===== src/rtl/irqstat_pkg.sv =====
package irqstat_pkg;

    localparam int NUM_EVT   = 3;
    localparam int DATA_W    = 32;
    localparam int ADDR_W    = 12;
    localparam int IDX_W     = 4;
    localparam logic [ADDR_W-1:0] FLAG_ADDR = 12'h160;
    localparam logic [ADDR_W-1:0] OFFS_ADDR = 12'h164;

    typedef logic [NUM_EVT-1:0] evt_vec_t;
    typedef logic [IDX_W-1:0]   idx_t;

    typedef enum logic [1:0] {
        SEL_NONE = 2'd0,
        SEL_FLAG = 2'd1,
        SEL_OFFS = 2'd2
    } reg_sel_e;

    typedef struct packed {
        logic              rd;
        logic              wr;
        logic [ADDR_W-1:0] addr;
        logic [DATA_W-1:0] wdata;
    } bus_req_t;

    // Lowest-numbered set flag wins; the result is 1-based and 0 means none.
    function automatic idx_t first_set(input evt_vec_t v);
        idx_t r;
        r = '0;
        for (int i = NUM_EVT - 1; i >= 0; i--) begin
            if (v[i]) r = idx_t'(i + 1);
        end
        return r;
    endfunction

    function automatic evt_vec_t idx_to_mask(input idx_t idx);
        evt_vec_t m;
        for (int i = 0; i < NUM_EVT; i++) begin
            m[i] = (idx == idx_t'(i + 1));
        end
        return m;
    endfunction

endpackage


===== src/rtl/irqstat_decode.sv =====
module irqstat_decode
    import irqstat_pkg::*;
(
    input  bus_req_t          req,
    input  logic              emu_mode,
    input  evt_vec_t          flags,
    input  idx_t              offset,
    output evt_vec_t          w1c_mask,
    output logic              offs_rd_clr,
    output logic [DATA_W-1:0] rdata
);
    localparam int FLAG_PAD = DATA_W - NUM_EVT;
    localparam int IDX_PAD  = DATA_W - IDX_W;

    reg_sel_e sel;

    always_comb begin
        if (req.addr == FLAG_ADDR)      sel = SEL_FLAG;
        else if (req.addr == OFFS_ADDR) sel = SEL_OFFS;
        else                            sel = SEL_NONE;
    end

    // Only the low flag bits take part; the upper data bits are dropped.
    assign w1c_mask    = (req.wr && sel == SEL_FLAG) ? req.wdata[NUM_EVT-1:0] : '0;
    assign offs_rd_clr = req.rd && (sel == SEL_OFFS) && !emu_mode;

    always_comb begin
        rdata = '0;
        if (req.rd) begin
            unique case (sel)
                SEL_FLAG: rdata = {{FLAG_PAD{1'b0}}, flags};
                SEL_OFFS: rdata = {{IDX_PAD{1'b0}}, offset};
                default:  rdata = '0;
            endcase
        end
    end

endmodule


===== src/rtl/irqstat_flags.sv =====
module irqstat_flags
    import irqstat_pkg::*;
(
    input  logic     clk,
    input  logic     rst,
    input  evt_vec_t evt_pulse,
    input  evt_vec_t w1c_mask,
    input  evt_vec_t rd_clr_mask,
    output evt_vec_t flags
);
    evt_vec_t flags_q;

    generate
        for (genvar g = 0; g < NUM_EVT; g++) begin : g_flag
            always_ff @(posedge clk) begin
                if (rst)               flags_q[g] <= 1'b0;
                else if (evt_pulse[g]) flags_q[g] <= 1'b1;
                else if (w1c_mask[g] || rd_clr_mask[g]) flags_q[g] <= 1'b0;
            end

            // a pulse always leaves the flag set
            a_r3_set_wins: assert property (@(posedge clk) disable iff (rst)
                evt_pulse[g] |=> flags_q[g]);

            // a write-one clear without a racing pulse empties the flag
            a_r2_w1c_clears: assert property (@(posedge clk) disable iff (rst)
                (w1c_mask[g] && !evt_pulse[g]) |=> !flags_q[g]);

            // a flag only drops when something cleared it
            a_r1_sticky: assert property (@(posedge clk) disable iff (rst)
                (flags_q[g] && !w1c_mask[g] && !rd_clr_mask[g]) |=> flags_q[g]);
        end
    endgenerate

    assign flags = flags_q;

endmodule


===== src/rtl/irqstat_offset.sv =====
module irqstat_offset
    import irqstat_pkg::*;
(
    input  logic     clk,
    input  logic     rst,
    input  evt_vec_t flags,
    input  logic     rd_clr,
    output idx_t     offset,
    output evt_vec_t clr_mask
);
    idx_t offset_q;
    logic take;

    assign take     = rd_clr && (offset_q != '0);
    assign clr_mask = take ? idx_to_mask(offset_q) : '0;

    always_ff @(posedge clk) begin
        if (rst)       offset_q <= '0;
        else if (take) offset_q <= '0;
        else           offset_q <= first_set(flags);
    end

    assign offset = offset_q;

    // the index never leaves the legal code range
    a_r4_index_range: assert property (@(posedge clk) disable iff (rst)
        offset_q <= idx_t'(NUM_EVT));

    // a consuming read leaves the index at 0 for one cycle
    a_r5_read_zeroes: assert property (@(posedge clk) disable iff (rst)
        take |=> (offset_q == '0));

    // a consuming read clears exactly one flag
    a_r5_one_flag: assert property (@(posedge clk) disable iff (rst)
        $countones(clr_mask) <= 1);

endmodule


===== src/rtl/irq_prio_status.sv =====
module irq_prio_status
    import irqstat_pkg::*;
(
    input  logic              clk,
    input  logic              rst,
    input  logic [NUM_EVT-1:0] evt_pulse,
    input  logic [NUM_EVT-1:0] irq_en,
    input  logic              emu_mode,
    input  logic [ADDR_W-1:0] addr,
    input  logic              rd_en,
    input  logic              wr_en,
    input  logic [DATA_W-1:0] wdata,
    output logic [DATA_W-1:0] rdata,
    output logic [NUM_EVT-1:0] irq
);
    bus_req_t req;
    evt_vec_t flags;
    evt_vec_t w1c_mask;
    evt_vec_t rd_clr_mask;
    idx_t     offset;
    logic     offs_rd_clr;

    assign req = '{rd: rd_en, wr: wr_en, addr: addr, wdata: wdata};

    irqstat_decode u_decode (
        .req         (req),
        .emu_mode    (emu_mode),
        .flags       (flags),
        .offset      (offset),
        .w1c_mask    (w1c_mask),
        .offs_rd_clr (offs_rd_clr),
        .rdata       (rdata)
    );

    irqstat_flags u_flags (
        .clk         (clk),
        .rst         (rst),
        .evt_pulse   (evt_pulse),
        .w1c_mask    (w1c_mask),
        .rd_clr_mask (rd_clr_mask),
        .flags       (flags)
    );

    irqstat_offset u_offset (
        .clk      (clk),
        .rst      (rst),
        .flags    (flags),
        .rd_clr   (offs_rd_clr),
        .offset   (offset),
        .clr_mask (rd_clr_mask)
    );

    assign irq = flags & irq_en;

    // a debug read of the index drops no flag
    a_r6_emu_read_keeps: assert property (@(posedge clk) disable iff (rst)
        (rd_en && !wr_en && addr == OFFS_ADDR && emu_mode)
            |=> (($past(flags) & ~flags) == '0));

    // a write to the index address drops no flag
    a_r7_offs_write_inert: assert property (@(posedge clk) disable iff (rst)
        (wr_en && !rd_en && addr == OFFS_ADDR) |=> (($past(flags) & ~flags) == '0));

    // no read data without a read strobe
    a_r10_idle_rdata: assert property (@(posedge clk) disable iff (rst)
        !rd_en |-> (rdata == '0));

endmodule


===== config.mk =====
export PLATFORM = sky130hd
export DESIGN_NAME = irq_prio_status
export DESIGN_NICKNAME = d
export VERILOG_FILES = /design/src/rtl/irqstat_pkg.sv /design/src/rtl/irqstat_decode.sv /design/src/rtl/irqstat_flags.sv /design/src/rtl/irqstat_offset.sv /design/src/rtl/irq_prio_status.sv
export SDC_FILE = /design/constraint.sdc
export NUM_CORES = 1
export LEC_CHECK = 0
export CORE_ASPECT_RATIO = 0.75
export CORE_MARGIN = 2
export CORE_UTILIZATION = 24
export DETAILED_ROUTE_END_ITERATION = 8
export GPL_TIMING_DRIVEN = 0
export PLACE_DENSITY = 0.86
export SYNTH_ARGS = -nofsm -noshare
export SYNTH_HDL_FRONTEND = slang
export SYNTH_SLANG_ARGS = --single-unit

===== constraint.sdc =====
create_clock -name clk -period 2.4 [get_ports clk]
set_input_delay 0.36 -clock clk [delete_from_list [all_inputs] [get_ports clk]]
set_output_delay 0.36 -clock clk [all_outputs]
set_load 0.05 [all_outputs]

* After elaboration in Yosys (flattened, before gate mapping)
Cells that the tools add are included.
** Cells by class
- Equality and inequality tests :: 7
- Mux-type cells :: 15
- Bitwise gates (word level) :: 1
- Reductions and logical operators :: 15
** Operator list (count)
- $mux W32 :: 1
- $eq A12 B9 Y1 const B :: 2
- $eq A4 B2 Y1 const B :: 2
- $mux W2 :: 4
- $pmux W4 S2 :: 1
- $mux W1 :: 7
- $mux W3 :: 2
- $reduce_bool A2 Y1 :: 3
- $eq A4 B1 Y1 const B :: 1
- $logic_and A1 B1 Y1 :: 4
- $reduce_bool A4 Y1 :: 1
- $reduce_or A4 Y1 :: 1
- $and A3 B3 Y3 :: 1
- $logic_or A1 B1 Y1 :: 3
- $reduce_or A3 Y1 :: 1
- $eq A2 B1 Y1 const B :: 1
- $eq A2 B2 Y1 const B :: 1
- $reduce_or A2 Y1 :: 1
- $logic_not A1 Y1 :: 1
** Word-level totals
- Register bits :: 7
- Input port bits :: 55
- Output and inout port bits :: 35
- Logic and storage cells :: 44

* Depth between registers and ports, before layout
Gate-level depths: netlist (run 1).
- Word-level depth :: 11
- Gate-level depth with buffers :: 4
- Mapped depth without buffers :: 4

* Hierarchy
From an unflattened synthesis (run 1), not the netlist that was laid out.
** Second synthesis, totals
- Cells, all modules :: 83
- Area, all modules :: 641.9 um^2
** By module, submodules not included
- irqstat_decode :: instances 1, cells each 52, area each 382.9 um^2, seq. area each 0.0 um^2
- irqstat_offset :: instances 1, cells each 16, area each 127.6 um^2, seq. area each 40.0 um^2
- irqstat_flags :: instances 1, cells each 12, area each 112.6 um^2, seq. area each 60.1 um^2
- irq_prio_status :: instances 1, cells each 3, area each 18.8 um^2, seq. area each 0.0 um^2

* Worst setup path before layout (run 1)
OpenSTA, ideal clock, no wires.
- Path type :: input-to-output
- Start :: input addr[3]
- End :: output rdata[2]
- Arrival time :: 2.084 ns
- Required time :: 2.040 ns
- Slack :: -0.044 ns
- Stages on the path :: 3
- Path buffers :: 0
- Cell sequence :: nor3_1 -> nand4_1 -> nor3b_1
** On the way
- Word-level cells in the longest chain between the ends :: 6
- Elaborated cells between the ends (all ways) :: 8
- Those cells by class :: 4 x eq/ne; 4 x mux
** Ends and longest elaborated chain
- start, declared :: RTL line irq_prio_status.sv:9 : input logic [ADDR_W-1:0] addr,
- $eq A12 B9 Y1 :: RTL line irqstat_decode.sv:19 : else if (req.addr == OFFS_ADDR) sel = SEL_OFFS;
- $mux W2 :: RTL line irqstat_decode.sv:19
- $mux W2 * :: RTL line irqstat_decode.sv:18 : if (req.addr == FLAG_ADDR) sel = SEL_FLAG;
- $eq A2 B2 Y1 or $eq A2 B1 Y1 (tied branches) :: RTL line irqstat_decode.sv:30 : unique case (sel)
- $pmux W4 S2 * :: RTL line irqstat_decode.sv:30
- $mux W32 * :: RTL line irqstat_decode.sv:29 : if (req.rd) begin
- end, declared :: RTL line irq_prio_status.sv:13 : output logic [DATA_W-1:0] rdata,
Every way passes the cells marked *; elsewhere a longest branch is shown, timed or not.

* Worst setup path in the final report (run 1)
- Start :: input addr[11]
- End :: output rdata[0]
Same word-level chain as after synthesis.

==> results.md, run 1 <==
* Status: completed
* Worst skew pair latency at 0.26 ns
* Crit path from: addr[11]
* Vias in the first global route at 550
* Sequential fraction of the synthesis area at 0.169
* Async SR Flop Fraction at 0
* Kind of end point of the critical path: output port
* Die X at 61.3 µm
* Total core area at 2310 µm²
* Worst-path fanout max at 4
* Met3 Routed Length at 239 µm
* N_diodes at 0
* Synth Flop Type: dfxtp_1
* Post-synth EDFFs at 0
* Synthesized area at 591 µm²
* Synth cell types at 23
* Wl on met1 at 481 µm
* Highest Clock Rate at 435 MHz
* Place WS at -0.431 ns
* Slowest cell on crit path: clkdlybuf4s50_1
* Power Dens Cells at 391 nW/µm²
* Crit path time final at 2.30 ns
* Clock buffer depth at 2
* Final hold violations at 0
* Hpwl dp at 1350 µm
* Worst Setup Slack, final at 0.102 ns
* Synth Register Bits at 5
* Die span in y at 47.0 µm
* GPL Wtd Cong at 0.820
* Unrepaired setup endpoints after global routing: no
* Period utilization at 0.957
* Count of boundary I/O pins at 90
* VDD IR max at 0.000121 V
* Worst path cell trace: clkdlybuf4s50_1, nor4b_4, nand4_1, nor2_1, clkdlybuf4s15_2
* Port buffer count at 31
* Cells after Synth at 74
* Layout Skew at 0.00300 ns
* Final core utilization at 0.475
* Critical hold path startpoint: u_flags.flags[0]
* Root buffer cell: clkbuf_4
* CTS H-tree depth at 1
* Drt first-iter violations at 9
* Combinational share of power at 0.525
* Gr usage total at 0.111
* Drt drc at 0
* Setup violators final at 0
* Starting Density at 0.256
* Clock slew at reported path FFs at 0.05 ns
* Die area at 2880 µm²
* TritonCTS Buffers at 3
* Ys Warns at 0
* Sw Ratio at 0.438
* Critical R2R Launch: u_flags.flags[0]
* Antenna violations before repair at 0
* Via count at 638
* Clock share of power at 0.247
* Int Power at 241 µW
* Synthesis-to-finish area growth at 85.6%
* Routed WL at 1560 µm
* ANT nets after route at 0
* Max Slew Vio Count at 0
* Vias/cell at 3.69
* Max stage delay on crit path at 0.44 ns
* TritonRoute pass-1 iters at 4
* # nets final at 195
* Sink Count at 5
* Top sig layer: met4
* Sequential power share at 0.228
* Reg2reg setup slack at 1.53 ns
* Startpoint types: primary input
* Routed len/inst at 9.03 µm
* GRT overflow at 0
* Pleak at 0.000544 µW
* Global-route wire length before repair at 2240 µm
* Critical path type: in -> out
* Pin count of the biggest net entering global routing at 8
* Met2 WL at 764 µm
* Critical Path RT at 2.04 ns
* Share of layout cells above drive strength 1 at 0.309
* Critical Path AT at 1.94 ns
* Synth Area per Inst at 7.98 µm²
* Switching power at 188 µW
* Placement Rows at 15
* CTS tree: built
* Max-cap viol count at 0
* Min-Delay Path Class: reg -> reg
-- power groups by stage --
stage,logic (µW),registers (µW),clock network (µW)
global route,236,98.7,115
detailed placement,221,99.4,0
finish,225,97.6,106
CTS,221,97.6,107
floorplan,167,96.9,0
global placement,218,98.7,0
-- logic make-up (layout without fill, tap and decap cells) --
family          count (synthesis)  count (layout)  synth area share
simple gates                   25              25             0.314
mux                             2               2            0.0339
compound gates                  8               8            0.0826
flops                           5               5             0.169
other cells                     1              29           0.00635
buf+inv                        33              70             0.394
-- sequential cells by signal, summed over array words and instances, names as in the netlist --
register and cells:
u_offset.offset 2, u_flags.flags 3
-- per-layer routing --
metal,up-vias,track usage
met5,-,0
met4,0,0.0957
met3,6,0.0551
met2,39,0.206
met1,269,0.0854
li1,324,-
-- cell usage in the layout, fill, tap and decap left out --
master            n
and2_1            3
o21bai_1          1
buf_4            31
dfxtp_1           5
buf_2             1
nor4b_4           1
clkbuf_1          1
conb_1           29
inv_1             4
nand4_1           2
clkbuf_4          3
o22ai_1           1
clkdlybuf4s15_2   1
nor4b_2           1
mux2i_1           2
nand4_2           1
and3b_1           2
nor2_1            6
nor3b_2           1
a21oi_1           2
nor3_2            1
and4bb_2          1
o211ai_1          1
nand2_1           2
nor3b_1           1
a211oi_1          1
nand4b_1          2
clkdlybuf4s50_1  28
o21ai_0           2
nor3_1            1
clkdlybuf4s18_2   1
-- critical path, delay by kind of cell --
family / cells / cell delay, ns
and+or+nand+nor: 3 / 0.75
buffers and inverters: 2 / 0.82
-- cell usage after synthesis, drive strengths merged, types with 3 or more instances --
| cell | number | area share |
|---|---|---|
| nor2 | 6 | 0.038 |
| inv | 4 | 0.025 |
| and2 | 3 | 0.032 |
| nand4 | 3 | 0.042 |
| buf | 29 | 0.37 |
| dfxtp | 5 | 0.17 |
-- area by class of cell --
cell class	instances	area, µm²
multi-input combinational	64	373
inverter	4	15.0
sequential	5	100
buffer	29	218
clock buffer	4	26.3
fill	241	1210
timing repair buffer	33	322
tap	34	42.5
-- what timing repair did --
action,4_1_cts,5_1_grt
setup buffers,0,2
pin swaps,0,1
hold buffers,0,0
gates resized for setup,10,3
endpoints found under the setup margin,3,3
-- metrics by stage --
step / hold slack (ns) / cell area [µm²] / TNS (ns) / instances / power (µW)
finish: 0.504 / 1100 / 0 / 173 / 429
global placement: 0.495 / 1050 / -1.03 / 167 / 317
CTS: 0.509 / 1080 / 0 / 171 / 426
detailed placement: 0.509 / 1050 / -1.18 / 167 / 320
global route: 0.540 / 1100 / 0 / 173 / 450
floorplan: 0.429 / 701 / 0 / 102 / 264
-- path summary, 6_finish.rpt --
path / end / cells after the start
min reg2reg: u_offset.offset[1] / 1
min: u_offset.offset[1] / 1
max: rdata[0] / 5
max reg2reg: u_flags.flags[0] / 2
Power figures use the tool's default switching activity.
==> run 2, diff against run 1 <==
- MAX_ROUTING_LAYER: default -> met4
==> run 2 against run 1 <==
  * Sequential cell count unchanged
  * Non-clock buffer count is the same
  * Routed wire length rose by 1.2%
==> results.md, run 2 (synthesized netlist as in run 1, its figures left out) <==
* Status: completed
* Sink Count at 5 (unchanged)
* Worst path buffer plus inverter count at 2 (unchanged)
* GRT overflow at 0 (unchanged)
* Place WS at -0.431 ns (unchanged)
* Via count at 638 (unchanged)
* Multi-input logic area at 373 µm² (unchanged)
* Vias in the first global route at 551 (+0.18%)
* FF+latch area at 100 µm² (unchanged)
* Clock buffer depth at 2 (unchanged)
* Drt drc at 0 (unchanged)
* Max reg flops at 3 (unchanged)
* Worst path cell trace: clkdlybuf4s50_1, nor4b_4, nand4_1, nor2_1, clkdlybuf4s15_2
* Finished Layout Cells at 173 (unchanged)
* Die span in y at 47.0 µm (unchanged)
* Max Slew Vio Count at 0 (unchanged)
* Root buffer cell: clkbuf_4
* Top sig layer: met4
* Setup violators final at 0 (unchanged)
* Wl on met1 at 494 µm (+2.7%)
* Final Instance Area at 1100 µm² (unchanged)
* Count of boundary I/O pins at 90 (unchanged)
* Startpoint types: primary input
* Placed Area at 1050 µm² (unchanged)
* Max stage delay on crit path at 0.44 ns (about the same)
* Commonest non-fill, non-tap cell in the layout: buf_4
* TritonCTS Buffers at 3 (unchanged)
* Met3 Routed Length at 238 µm (-0.42%)
* Critical Path RT at 2.04 ns (about the same)
* Port buffer count at 31 (unchanged)
* Unrepaired setup endpoints after global routing: no
* CTS tree: built
* Slowest cell on crit path: clkdlybuf4s50_1
* Worst-path fanout max at 4 (unchanged)
* Power Dens Cells at 391 nW/µm² (about the same)
* Share of layout cells above drive strength 1 at 0.309 (unchanged)
* Dpl cells at 167 (unchanged)
* Most frequent cells in the layout: buf_4 (31), conb_1 (29), clkdlybuf4s50_1 (28), nor2_1 (6), dfxtp_1 (5)
* Hpwl dp at 1350 µm (unchanged)
* Clock slew at reported path FFs at 0.05 ns (about the same)
* Kind of end point of the critical path: output port
* Vias/cell at 3.69 (unchanged)
* Worst Setup Slack, final at 0.104 ns (+0.00106 ns)
* Critical path type: in -> out
* Period utilization at 0.957 (about the same)
* Die X at 61.3 µm (unchanged)
* CP delay by family, top: buffers and inverters
* Die area at 2880 µm² (unchanged)
* Routed len/inst at 9.13 µm (+1.2%)
* Drt first-iter violations at 11 (+2)
* Crit path time final at 2.30 ns (-0.00106 ns)
* Routed WL at 1580 µm (+1.2%)
* Worst skew pair latency at 0.26 ns (about the same)
* Layout fillers at 241 (unchanged)
* N_diodes at 0 (unchanged)
* TritonRoute pass-1 iters at 4 (unchanged)
* Max-cap viol count at 0 (unchanged)
* Pin count of the biggest net entering global routing at 8 (unchanged)
* Synthesis-to-finish area growth at 85.6% (unchanged)
* Total core area at 2310 µm² (unchanged)
* Global-route wire length before repair at 2240 µm (unchanged)
* Min-Delay Path Class: reg -> reg
* GPL Wtd Cong at 0.832 (+1.5%)
* Placement Rows at 15 (unchanged)
* ANT nets after route at 0 (unchanged)
* Final hold violations at 0 (unchanged)
* CTS H-tree depth at 1 (unchanged)
* VDD IR max at 0.000121 V (+0.12%)
* Layout Skew at 0.00301 ns (+0.00000750 ns)
* Starting Density at 0.256 (unchanged)
* Critical Path AT at 1.94 ns (about the same)
* Gr usage total at 0.114 (+0.00370)
* Antenna violations before repair at 0 (unchanged)
* # nets final at 195 (unchanged)
* Pleak at 0.000544 µW (unchanged)
* Highest Clock Rate at 435 MHz (about the same)
* Met2 WL at 768 µm (+0.52%)
* Hold-fix buffers at CTS at 0 (unchanged)
run 2: cell counts in the layout (fill, tap and decap cells not counted):
No cell type changed its count.
run 2: final timing paths:
check	start	to	slack, ns	cells after the start
setup / recovery	addr[11]	rdata[0]	0.10	5
hold / removal	u_flags.flags[0]	u_offset.offset[1]	0.50	1
setup reg to reg	u_flags.flags[0]	u_flags.flags[0]	1.53	2
hold reg to reg	u_flags.flags[0]	u_offset.offset[1]	0.50	1
run 2: layer usage:
| layer | track usage | vias up |
|---|---|---|
| met5 | - | - |
| met4 | 0.0957 | 0 |
| met3 | 0.0496 | 6 |
| met2 | 0.206 | 39 |
| met1 | 0.0887 | 269 |
| li1 | - | 324 |
run 2: timing repair:
item / 4_1_cts / 5_1_grt
buffers inserted: 0 / 2
setup endpoints to repair: 3 / 3
pin swaps: 0 / 1
gates resized for setup: 10 / 3
run 2: final cells by class:
| class | instances | area share |
|---|---|---|
| Tap cell | 34 | 0.0388 |
| Multi-Input combinational cell | 64 | 0.340 |
| Buffer | 29 | 0.199 |
| Inverter | 4 | 0.0137 |
| Clock buffer | 4 | 0.0240 |
| Timing Repair Buffer | 33 | 0.293 |
| Sequential cell | 5 | 0.0913 |
run 2: where the power goes:
| part | total, µW | switching [µW] | internal (µW) |
|---|---|---|---|
| sequential | 97.6 | 7.64 | 90.0 |
| clock | 106 | 42.7 | 63.4 |
| combinational | 225 | 137 | 87.6 |
| total | 429 | 188 | 241 |
run 2: metrics by stage:
step                total power [µW]   util  hold slack (ns)  setup TNS [ns]
global route                     450  0.475            0.540               0
floorplan                        264      -            0.429               0
CTS                              426  0.469            0.509               0
global placement                 317  0.456            0.495           -1.03
detailed placement               320  0.456            0.509           -1.18
finish                           429  0.475            0.504               0
